===== src/rtl/txuart_pkg.sv =====
package txuart_pkg;
  localparam int unsigned OFF_DATA    = 0;
  localparam int unsigned OFF_IEN     = 1;
  localparam int unsigned OFF_ID      = 2;
  localparam int unsigned OFF_LINE    = 3;
  localparam int unsigned OFF_MODEM   = 4;
  localparam int unsigned OFF_LSTAT   = 5;
  localparam int unsigned OFF_MSTAT   = 6;
  localparam int unsigned OFF_SCRATCH = 7;

  localparam int unsigned BANK_BIT = 7;  // line control: divisor bank select
  localparam int unsigned TXIE_BIT = 1;  // interrupt enable: transmit empty

  localparam logic [7:0] LSTAT_VAL = 8'h20;
  localparam logic [7:0] MSTAT_VAL = 8'h10;

  typedef struct packed {
    logic thr;
    logic ien;
    logic fcr;
    logic lcr;
    logic mcr;
    logic scr;
    logic dll;
    logic dlm;
  } wstb_t;

  // identification byte: source code 0x02, bit 0 set when nothing pending
  function automatic logic [7:0] id_value(input logic pending);
    return pending ? 8'h02 : 8'h03;
  endfunction
endpackage


===== src/rtl/txuart_decode.sv =====
module txuart_decode
  import txuart_pkg::*;
#(
  parameter int ADDR_W = 3
) (
  input  logic              sel,
  input  logic              we,
  input  logic [ADDR_W-1:0] addr,
  input  logic              bank,
  output wstb_t             wstb,
  output logic              rd_hit,
  output logic              miss
);
  localparam int unsigned TOP_OFF = OFF_SCRATCH;

  always_comb begin
    wstb   = '0;
    rd_hit = 1'b0;
    miss   = 1'b0;
    if (sel) begin
      if (we) begin
        if (bank) begin
          case (int'(addr))
            OFF_DATA: wstb.dll = 1'b1;
            OFF_IEN:  wstb.dlm = 1'b1;
            OFF_ID:   wstb.fcr = 1'b1;
            OFF_LINE: wstb.lcr = 1'b1;
            default:  miss     = 1'b1;
          endcase
        end else begin
          case (int'(addr))
            OFF_DATA:    wstb.thr = 1'b1;
            OFF_IEN:     wstb.ien = 1'b1;
            OFF_ID:      wstb.fcr = 1'b1;
            OFF_LINE:    wstb.lcr = 1'b1;
            OFF_MODEM:   wstb.mcr = 1'b1;
            OFF_SCRATCH: wstb.scr = 1'b1;
            default:     miss     = 1'b1;
          endcase
        end
      end else begin
        if (bank || (int'(addr) > int'(TOP_OFF))) miss = 1'b1;
        else rd_hit = 1'b1;
      end
    end
  end
endmodule


===== src/rtl/txuart_irq.sv =====
module txuart_irq (
  input  logic clk,
  input  logic rst_n,
  input  logic tick,
  input  logic enable,
  input  logic clear,
  output logic pending
);
  always_ff @(posedge clk or negedge rst_n) begin
    if (!rst_n)               pending <= 1'b0;
    else if (clear)           pending <= 1'b0;
    else if (tick && enable)  pending <= 1'b1;
  end

  AST_TICK_RAISE: assert property (@(posedge clk) disable iff (!rst_n)
    (tick && enable && !clear) |=> pending);
  AST_TICK_IGNORED: assert property (@(posedge clk) disable iff (!rst_n)
    (!enable && !clear) |=> pending == $past(pending));
  AST_CLEAR_WINS: assert property (@(posedge clk) disable iff (!rst_n)
    clear |=> !pending);
endmodule


===== src/rtl/txuart_regs.sv =====
module txuart_regs
  import txuart_pkg::*;
#(
  parameter int DATA_W = 8,
  parameter int ADDR_W = 3
) (
  input  logic                  clk,
  input  logic                  rst_n,
  input  logic                  sel,
  input  logic                  we,
  input  logic [ADDR_W-1:0]     addr,
  input  logic [DATA_W-1:0]     wdata,
  output logic [DATA_W-1:0]     rdata,
  output logic                  miss,
  input  logic                  tick,
  output logic [DATA_W-1:0]     tx_data,
  output logic                  tx_valid,
  output logic                  irq,
  output logic [2*DATA_W-1:0]   divisor,
  output logic [DATA_W-1:0]     fifo_ctl
);
  localparam int DIV_W = 2 * DATA_W;

  logic [DATA_W-1:0] ien_q, lcr_q, mcr_q, scr_q, fcr_q, dll_q, dlm_q;
  logic [DATA_W-1:0] txd_q;
  logic              txv_q;
  logic              pend;

  // named internal events
  wstb_t wstb;
  logic  rd_hit;
  logic  bank_on;
  logic  tx_push;
  logic  rd_lstat, rd_id;

  assign bank_on = lcr_q[BANK_BIT];

  txuart_decode #(.ADDR_W(ADDR_W)) i_decode (
    .sel    (sel),
    .we     (we),
    .addr   (addr),
    .bank   (bank_on),
    .wstb   (wstb),
    .rd_hit (rd_hit),
    .miss   (miss)
  );

  assign tx_push = wstb.thr;

  always_ff @(posedge clk or negedge rst_n) begin
    if (!rst_n) begin
      ien_q <= '0; lcr_q <= '0; mcr_q <= '0; scr_q <= '0;
      fcr_q <= '0; dll_q <= '0; dlm_q <= '0;
    end else begin
      if (wstb.ien) ien_q <= wdata;
      if (wstb.lcr) lcr_q <= wdata;
      if (wstb.mcr) mcr_q <= wdata;
      if (wstb.scr) scr_q <= wdata;
      if (wstb.fcr) fcr_q <= wdata;
      if (wstb.dll) dll_q <= wdata;
      if (wstb.dlm) dlm_q <= wdata;
    end
  end

  always_ff @(posedge clk or negedge rst_n) begin
    if (!rst_n) begin
      txd_q <= '0;
      txv_q <= 1'b0;
    end else begin
      txv_q <= tx_push;
      if (tx_push) txd_q <= wdata;
    end
  end

  txuart_irq i_irq (
    .clk     (clk),
    .rst_n   (rst_n),
    .tick    (tick),
    .enable  (ien_q[TXIE_BIT]),
    .clear   (tx_push),
    .pending (pend)
  );

  always_comb begin
    rdata = '0;
    if (rd_hit) begin
      case (int'(addr))
        OFF_IEN:     rdata = ien_q;
        OFF_ID:      rdata = DATA_W'(id_value(pend));
        OFF_LINE:    rdata = lcr_q;
        OFF_MODEM:   rdata = mcr_q;
        OFF_LSTAT:   rdata = DATA_W'(LSTAT_VAL);
        OFF_MSTAT:   rdata = DATA_W'(MSTAT_VAL);
        OFF_SCRATCH: rdata = scr_q;
        default:     rdata = '0;
      endcase
    end
  end

  assign tx_data  = txd_q;
  assign tx_valid = txv_q;
  assign irq      = pend;
  assign divisor  = DIV_W'({dlm_q, dll_q});
  assign fifo_ctl = fcr_q;

  assign rd_lstat = sel && !we && !bank_on && (int'(addr) == OFF_LSTAT);
  assign rd_id    = sel && !we && !bank_on && (int'(addr) == OFF_ID);

  AST_TX_ECHO: assert property (@(posedge clk) disable iff (!rst_n)
    (sel && we && !bank_on && int'(addr) == OFF_DATA) |=> (tx_valid && tx_data == $past(wdata)));
  AST_NO_TX_IN_BANK: assert property (@(posedge clk) disable iff (!rst_n)
    bank_on |=> !tx_valid);
  AST_ONE_STROBE: assert property (@(posedge clk) disable iff (!rst_n)
    $onehot0(wstb));
  AST_BANK_READ_MISS: assert property (@(posedge clk) disable iff (!rst_n)
    (sel && !we && bank_on) |-> (miss && rdata == '0));
  AST_LSTAT_CONST: assert property (@(posedge clk) disable iff (!rst_n)
    rd_lstat |-> (rdata == DATA_W'(8'h20) && !miss));
  AST_ID_TRACKS_IRQ: assert property (@(posedge clk) disable iff (!rst_n)
    rd_id |-> (rdata[0] == !irq));
endmodule


===== config.mk =====
export PLATFORM = sky130hd
export DESIGN_NAME = txuart_regs
export DESIGN_NICKNAME = d
export VERILOG_FILES = /design/src/rtl/txuart_pkg.sv /design/src/rtl/txuart_decode.sv /design/src/rtl/txuart_irq.sv /design/src/rtl/txuart_regs.sv
export SDC_FILE = /design/constraint.sdc
export NUM_CORES = 1
export LEC_CHECK = 0
export CAP_MARGIN = 20
export CORE_ASPECT_RATIO = 1.75
export CORE_MARGIN = 2
export CORE_UTILIZATION = 50
export CTS_CLUSTER_SIZE = 30
export DETAILED_ROUTE_END_ITERATION = 10
export PLACE_DENSITY = 0.85
export SYNTH_ARGS = -nofsm -noshare
export SYNTH_HDL_FRONTEND = slang
export SYNTH_HIERARCHICAL = 1
export SYNTH_SLANG_ARGS = --single-unit

===== constraint.sdc =====
create_clock -name clk -period 3 [get_ports clk]
set_input_delay 0.9 -clock clk [delete_from_list [all_inputs] [get_ports clk]]
set_output_delay 0.9 -clock clk [all_outputs]
set_load 0.01 [all_outputs]

---- After elaboration in Yosys (flattened, before gate mapping) ----
Index checks and enable logic that the tools add are counted.
storage, ports and cells
  word-level logic and storage cells ...... 47
  bits of input ports ..................... 16
  output and inout bits ................... 43
  flip-flop bits (word level) ............. 66
cells by class
  equality and inequality tests ........... 7
  reduce and logical (&&, ||, !) cells .... 5
  muxes and demuxes ....................... 25
operators by type and width
  cell                                                  count
  case mux 8 bit (7 select lines)                       1
  2-to-1 mux 8 bit                                      3
  2-to-1 mux 1 bit                                      18
  equality test 3 bit (second input constant)           4
  equality test 3 x 2 -> 1 bit (second input constant)  2
  2-to-1 mux 2 bit                                      3
  OR reduction 6 bit                                    1
  OR reduction 4 bit                                    1
  equality test 3 x 1 -> 1 bit (second input constant)  1
  logical NOT 3 bit                                     1
  nonzero test 2 bit                                    1
  logical AND 1 bit                                     1

---- Logic depth before layout (Yosys ltp) ----
Gate-level depths: netlist of the first run.
  depth in word-level cells ............... 6
  gate-level depth with buffers ........... 5
  gate-level depth less buffers ........... 4

---- Hierarchy ----
Netlist of the first run, hierarchy kept.
by module, submodules not included
  module         seq. area each (µm²)  cells an instance  instances  area an instance (µm²)
  txuart_regs    1,626.6               190                1          2,731.4
  txuart_decode  0.0                   23                 1          133.9
  txuart_irq     25.0                  3                  1          33.8

---- Least setup slack after synthesis of the first run ----
OpenSTA, ideal clock, no wires.
  path type ............................... input port to output port
  start ................................... input port addr[0]
  end ..................................... output port miss
  stages on the path ...................... 3
  data required time ...................... 2.100 ns
  data arrival time ....................... 1.850 ns
  path buffers ............................ 1
  setup slack ............................. 0.250 ns
  cells stage by stage .................... buf_4 xnor2_1 a2111oi_0
on the way
  word-level cells in the longest chain between the ends .. 6
  elaborated cells between the ends (all ways) .. 13
  those cells by class .................... eq/ne (5); mux (5); reduce/logical (3)
RTL lines
  item                                                                              line                                      RTL
  from (decl)                                                                       txuart_regs.sv:11                         input logic [ADDR_W-1:0] addr,
  equality test 3 x 2 -> 1 bit, or another cell as far along                        txuart_decode.sv:23, txuart_decode.sv:31
  OR reduction 6 bit (no source line) / OR reduction 4 bit (equally long branches)  n/a
  2-to-1 mux 1 bit (on tied branches)                                               txuart_decode.sv:31, txuart_decode.sv:23
  2-to-1 mux 1 bit (*)                                                              txuart_decode.sv:22                       if (bank) begin
  2-to-1 mux 1 bit (*)                                                              txuart_decode.sv:21                       if (we) begin
  2-to-1 mux 1 bit (*)                                                              txuart_decode.sv:20                       if (sel) begin
  to (decl)                                                                         txuart_regs.sv:14                         output logic miss,
Every way passes the cells marked *; elsewhere a longest branch is shown, timed or not.

---- Worst setup path in the final report of the first run ----
  start ................................... input port addr[1]
  end ..................................... output port rdata[0]
on the way
  word-level cells in the longest chain between the ends .. 3
  elaborated cells between the ends (all ways) .. 9
  those cells by class .................... eq/ne (7); mux (2)
RTL lines
  item                                               line               RTL
  equality test 3 bit, or another cell as far along  txuart_regs.sv:87  case (int'(addr))
  case mux 8 bit (7 select lines) (*)                txuart_regs.sv:87
  2-to-1 mux 8 bit (*)                               txuart_regs.sv:86  if (rd_hit) begin
  to (decl)                                          txuart_regs.sv:13  output logic [DATA_W-1:0] rdata,
Marks and branches as above.

==> results.md, run 1 <==
* Final weighted congestion in routability-driven placement at 0.867
* Minimum clock period at ~3 ns
* Leakage at between 1.5 and 2 nW
* Input/output buffers at 58
* Synth-to-Final Area Change at 35.4%
* Number of core rows at 36
* Worst path max stage delay at between 0.3 and 0.4 ns
* DP Area at roughly 3700 um2
* Gate power share at 25.0%
* Crit start category: input pin
* Yosys reg bits at 66
* Total wire length at 6.85 mm
* Detailed placer's ending HPWL at 4.76 mm
* Post-synthesis share of cell area spent on xor and xnor gates at less than 1%
* Clock network fraction of design power at between 20% and 30%
* Design Power at 2.65 mW
* Total number of vias at 2053
* Setup Skew at ~0.0093 ns
* Required @ worst endpoint at 2.10 ns
* Vias per cell at ~5.4
* Fmax at 336 MHz
* Iter 0 DRT Violations at 104
* Final Instance Area at 3930 um2
* Internal cell power at ~2 mW
* Die Span X at 61.6 um
* TritonCTS sink count at 66
* Mean cell area of the mapped netlist at about 13 um2
* Antenna-violating nets left at 0
* Final Net Count at around 310
* Height of the chip at 105 um
* Clock transition time at the flip-flop clock pins of the worst setup and hold paths at around 0.060 ns
* Final std cells w/o fill at 378
* Share of the clock period used by the worst path after layout at ~99%
* TritonRoute pass-1 iters at 4
* Sequential cell area at between 1500 and 2000 um2
* Signal arrival time at the worst endpoint at 2.07 ns
* Initial core utilization at 51.9%
* Most numerous cell on the critical path: buf_2
* Switch share at 25.8%
* Normalized max-slew margin at roughly two thirds
* Cell count after synthesis at 216
* # hold bufs at CTS at 0
* Part of the total power dissipated in sequential elements at 46.6%
* Overall track demand over capacity in global routing at 23.9%
* Clock buffer count from CTS at 9
* Die area at between 6000 and 7000 um2
* Largest family of logic cells by synthesized area: multiplexers
* CTS root buffer: clkbuf_8
* Multiplexer area fraction after synthesis at approximately 28%
* Final hold slack at about 0.50 ns
* Areal power density over the cells at 675 nW/um2
* Syn Std Cell Area at approximately 2900 um2
* Number of ports placed on the die boundary at 59
* Initial antenna violation count at 0
* Simple-gate area share of the yosys netlist at 8.24%
* Wire length of the first global-routing pass at between 10 and 15 mm
* Final number of max-transition violations at 0
* Min-Delay Path Class: reg2reg
* Cells along the critical path: buf_2 > buf_6 > mux2_2 > a211oi_4 > a211oi_2 > buf_2
* Number of maximum-capacitance violations at 0
* Floorplan core area at ~5600 um2
* Number of distinct standard cells referenced by the synthesized netlist at 32
* Net switching power of the design at between 600 and 700 uW
* Yosys warning total at 6
* Layout cell share with drive strength beyond 1 at 45.7%
* Count of unresolved DRC violations after routing at 0
* Outcome: finished, final reports clean
* Share of synthesized area occupied by flip-flops and latches at 57.0%
* Final-report setup violation count at 0
* Vias in the first global route at approximately 2200
* Worst Tran Pin Value at about 0.49 ns
* Category of the most critical setup path: in2out
* Peak supply drop at 0.000495 V
* H-tree lvl count at 3
* Maximum number of pins on one net before global-route repair at 24
* Number of fill cells at 419
* Worst-case clock buffer depth at 2
* Routed wire length per instance at 18.1 um
* Final count of hold timing violations at 0
* Number of placed instances with taps included at 363
* CTS tree: built
* Cell at the slowest stage of the critical path: mux2_2
* Fraction of the core area covered by cells at the end of the flow at a little over two thirds
* Skew-Pair Late Insertion Delay at 0.34 ns
* Critical path fanouts, max at 5
* GR Overflow Total at 0
* Adder and majority gate portion of the synthesized area at 0%
* Endpoint kind of the worst setup timing path: primary output
* Post-synthesis compound-gate area fraction at 3.75%
* Antenna diode count at 0
* Area of the multi-input gates at 1230 um2
* Number of nets in the synthesized netlist at 232
## synth_stat cells (all sizes together)
cell	number	area, um2
nand2	5	18.8
a211oi	3	22.5
a21boi	1	7.51
nand2b	4	25.0
nor2b	3	18.8
clkbuf	9	33.8
nand3b	2	15.0
a22oi	1	7.51
inv	4	15.0
nor3b	1	7.51
mux2	66	743
and2	1	6.26
or3b	1	8.76
a2111oi	1	8.76
a21oi	3	15.0
o32ai	1	8.76
nand3	10	50.1
mux4	1	22.5
nor2	8	30.0
buf	5	36.3
xnor2	1	8.76
a31oi	4	25.0
o21ai	1	5.00
dfrtp	66	1650
or2	4	25.0
nor3	3	15.0
mux2i	4	40.0
a2bb2oi	1	8.76
nor4	2	18.8
## logic make-up after synthesis
kind of cell,Yosys count
mux,71
flops,66
simple gates,44
buf+inv,18
compound gates,16
xor+xnor,1
## final timing paths
kind / from / to / slack (ns) / depth (start not counted)
max: addr[1] / rdata[0] / 0.03 / 6
min: ien_q[0]$_DFFE_PN0P_ / ien_q[0]$_DFFE_PN0P_ / 0.50 / 1
max reg2reg: lcr_q[7]$_DFFE_PN0P_ / mcr_q[3]$_DFFE_PN0P_ / 1.26 / 5
min reg2reg: ien_q[0]$_DFFE_PN0P_ / ien_q[0]$_DFFE_PN0P_ / 0.50 / 1
max in group asynchronous: rst_n / fifo_ctl[6]$_DFFE_PN0P_ / 1.82 / 2
min in group asynchronous: rst_n / mcr_q[7]$_DFFE_PN0P_ / 0.53 / 1
## cell type report
type / count / area share, %
inverter: 4 / 0.383
tap: 76 / 2.42
timing repair buffer: 85 / 18.7
multi-input combinational: 132 / 31.2
clock inverter: 2 / 0.893
sequential: 66 / 42.1
clock buffer: 13 / 4.30
## per-stage QoR
stage	setup TNS, ns	worst slack [ns]
after floorplan	0	0.250
after detailed placement	-7.31	-0.715
after global placement	-7.74	-0.710
after CTS	0	0.00792
final	0	0.0265
after global routing	-0.00689	-0.00689
## layout by cell type (no fill, tap or decap), types with 3 or more instances in the layout
cell type	Yosys	routed
mux2_2	66	66
dfrtp_1	66	66
clkdlybuf4s50_1	0	43
buf_4	2	25
clkbuf_8	0	12
buf_2	2	11
nand3_1	10	10
nor2_1	8	6
nand2_1	5	5
mux2i_1	4	4
or2_2	4	4
a31oi_1	4	3
inv_1	4	3
nor2b_1	3	3
nand2b_1	4	3
dlygate4sd2_1	0	3
## sequential cells by signal, indices dropped and copies added, names as in the netlist
name and flops:
dll_q 8, dlm_q 8, fifo_ctl 8, ien_q 8
lcr_q 8, mcr_q 8, scr_q 8, tx_data 8
i_irq/pending 1, tx_valid 1
## worst max-delay path: cells and delay by family
kind                   cells  cell delay, ns
AOI/OAI and AO/OA          2            0.36
buffers and inverters      3            0.44
muxes                      1            0.37
## power by group through the flow
stage               Combinational (mW)  Clock [mW]  Sequential [mW]
detailed placement               0.653           0             1.25
floorplan                        0.275           0             1.27
global route                     0.710       0.814             1.26
CTS                              0.661       0.776             1.23
finish                           0.662       0.754             1.23
global placement                 0.636           0             1.23
## timing repair
action | 4_1_cts | 5_1_grt
setup buffers | 0 | 0
setup endpoints to repair | 9 | 6
resized for setup | 54 | 8
pin swaps | 4 | 1
## per-layer routing
layer | track usage [%] | wire length [um] | up-vias
li1 | - | - | 930
met1 | 28.0 | 2540 | 1050
met2 | 39.4 | 3840 | 63
met3 | 6.19 | 296 | 10
met4 | 10.8 | 167 | 0
met5 | 0 | 0 | -
No activity file was read; power rests on OpenSTA's default activity.
==> run 2: changes to the inputs <==
Settings changed: CTS_BUF_LIST set to sky130_fd_sc_hd__clkbuf_4.
==> results.md, run 2 (same netlist as run 1, synthesis figures left out) <==
* Signal arrival time at the worst endpoint at 2.02 ns (-0.05 ns)
* Wire length of the first global-routing pass at 10.6 mm (-3.0%)
* Routed wire length per instance at 17.1 um (-5.4%)
* RSZ-0062 raised after global routing: false
* Normalized max-slew margin at 67.2% (about the same)
* Maximum number of pins on one net before global-route repair at 24 (unchanged)
* Endpoint kind of the worst setup timing path: primary output
* Overall track demand over capacity in global routing at 22.8% (-1.1 points)
* Outcome: finished, final reports clean
* Setup Skew at 0.00983 ns (+0.000492 ns)
* Layout cell share with drive strength beyond 1 at 44.7% (-0.99 points)
* Antenna-violating nets left at 0 (unchanged)
* Final weighted congestion in routability-driven placement at 0.867 (unchanged)
* Net switching power of the design at 643 uW (-6.0%)
* Share of the clock period used by the worst path after layout at 97.4% (-1.7 points)
* Vias per cell at 5.42 (-0.26%)
* Min-Delay Path Class: in2async
* Number of ports placed on the die boundary at 59 (unchanged)
* H-tree lvl count at 3 (unchanged)
* Design Power at 2.41 mW (-9.1%)
* TritonCTS sink count at 66 (unchanged)
* # hold bufs at CTS at 0 (unchanged)
* Required @ worst endpoint at 2.10 ns (about the same)
* Routing layer with the top usage in global route: met2
* Vias in the first global route at 2148 (-1.4%)
* Final Instance Area at 3830 um2 (-2.4%)
* Worst Tran Pin Value at 0.489 ns (+0.000730 ns)
* R2R Path End: dlm_q[6]$_DFFE_PN0P_
* Die Span X at 61.6 um (unchanged)
* Synth-to-Final Area Change at 32.2%
* Leakage at 1.69 nW (-2.3%)
* Total wire length at 6.49 mm (-5.2%)
* Input/output buffers at 58 (unchanged)
* CTS tree: built
* Final number of max-transition violations at 0 (unchanged)
* Number of cell instances on the worst register-to-register path at 4 (-1)
* Number of fill cells at 428 (+2.1%)
* GR Overflow Total at 0 (unchanged)
* Floorplan core area at 5590 um2 (unchanged)
* Start of the worst register-to-register path: lcr_q[7]$_DFFE_PN0P_
* Initial core utilization at 51.9% (unchanged)
* Category of the most critical setup path: in2out
* Sequential cell area at 1650 um2 (unchanged)
* Switch share at 26.7% (+0.89 points)
* Total number of vias at 2053 (unchanged)
* Post CTS Setup Buffer Count at 0 (unchanged)
* Post-route setup slack at 0.0773 ns (+0.0509 ns)
* Worst-case clock buffer depth at 2 (unchanged)
* Areal power density over the cells at 629 nW/um2 (-6.9%)
* Met2 usage at 37.2% (-2.2 points)
* Number of placed instances with taps included at 363 (unchanged)
* Final-report setup violation count at 0 (unchanged)
* Final hold slack at 0.469 ns (-0.0347 ns)
* Clock buffer count from CTS at 9 (unchanged)
* Die area at 6450 um2 (unchanged)
* TritonRoute pass-1 iters at 4 (unchanged)
* R2R setup slack at 1.29 ns (+0.03 ns)
* Post-place setup slack at -0.715 ns (unchanged)
* Iter 0 DRT Violations at 125 (+20%)
* Part of the total power dissipated in sequential elements at 51.0% (+4.4 points)
* Final count of hold timing violations at 0 (unchanged)
* Fmax at 342 MHz (+1.7%)
* Number of core rows at 36 (unchanged)
* Detailed placer's ending HPWL at 4.76 mm (unchanged)
* CTS root buffer: clkbuf_4
* DP Area at 3710 um2 (unchanged)
* Global-route met3 utilization at 5.20% (-0.99 points)
* Most used cells in the layout excluding fill and tap cells: 66 x mux2_2, 66 x dfrtp_1, 43 x clkdlybuf4s50_1, 25 x buf_4, 11 x buf_2
* Critical path fanouts, max at 4 (-1)
* Clock transition time at the flip-flop clock pins of the worst setup and hold paths at 0.10 ns (+0.04 ns)
* Gate power share at 27.1% (+2.1 points)
* Peak supply drop at 0.000379 V (-23%)
* Met1 usage in global routing at 27.2% (-0.82 points)
* Initial antenna violation count at 1 (+1)
* Number of maximum-capacitance violations at 0 (unchanged)
* Final std cells w/o fill at 379 (+0.26%)
* Count of unresolved DRC violations after routing at 0 (unchanged)
* Skew-Pair Late Insertion Delay at 0.39 ns (+0.05 ns)
* Clock network fraction of design power at 22.0% (-6.4 points)
* Area of the multi-input gates at 1210 um2 (-1.0%)
* Minimum clock period at 2.92 ns (-0.0509 ns)
* Internal cell power at 1.77 mW (-10%)
* Crit start category: input pin
* Final Net Count at 314 (unchanged)
* Height of the chip at 105 um (unchanged)
run 2: cell types whose count changed in the layout (fill, tap and decap cells not counted), sizes merged:
cell	before	now
clkbuf	13	10
clkinv	1	4
diode	0	1
run 2: worst max-delay path by stage:
stage,start,endpoint,slack [ns],cells after the start
final,addr[2],rdata[3],0.08,5
after global routing,addr[2],rdata[3],0.002,5
after CTS,addr[1],rdata[7],0.008,6
after floorplan,addr[0],miss,0.25,3
after detailed placement,addr[0],rdata[0],-0.72,5
after global placement,addr[0],rdata[0],-0.71,5
run 2: area by class of cell:
class	instances	share of cell area [%]
multi-input cells	132	31.7
clock buffers	10	1.96
diodes	1	0.0653
flip-flops and latches	66	43.1
inverters	4	0.392
clock inverters	5	1.21
repair buffers	85	19.1
well taps	76	2.48
run 2: critical path, cell delays in order:
cell	delay (ns)
dlygate4sd2_1	0.30
nand2b_4	0.18
or2_2	0.30
a31oi_1	0.18
buf_2	0.16
run 2: per-layer routing:
layer / share of wire, % / vias up
met3: 5.4 / 12
li1: - / 934
met2: 55 / 67
met5: 0 / -
met4: 2.2 / 0
met1: 38 / 1040
run 2: what timing repair did:
action	in CTS	in global routing
resized for setup	52	8
endpoints found under the setup margin	9	8
pin swaps	3	0
run 2: per-stage QoR:
step	setup TNS, ns	utilization (%)
floorplan	0	-
finish	0	68.6
CTS	0	68.8
global placement	-7.74	66.4
global route	0	68.6
detailed placement	-7.31	66.4
run 2: power groups by stage:
stage / clock network, mW / registers (mW) / logic, mW
finish: 0.529 / 1.23 / 0.652
global route: 0.586 / 1.26 / 0.701
CTS: 0.548 / 1.23 / 0.658
detailed placement: 0 / 1.25 / 0.653
global placement: 0 / 1.23 / 0.636
floorplan: 0 / 1.27 / 0.275
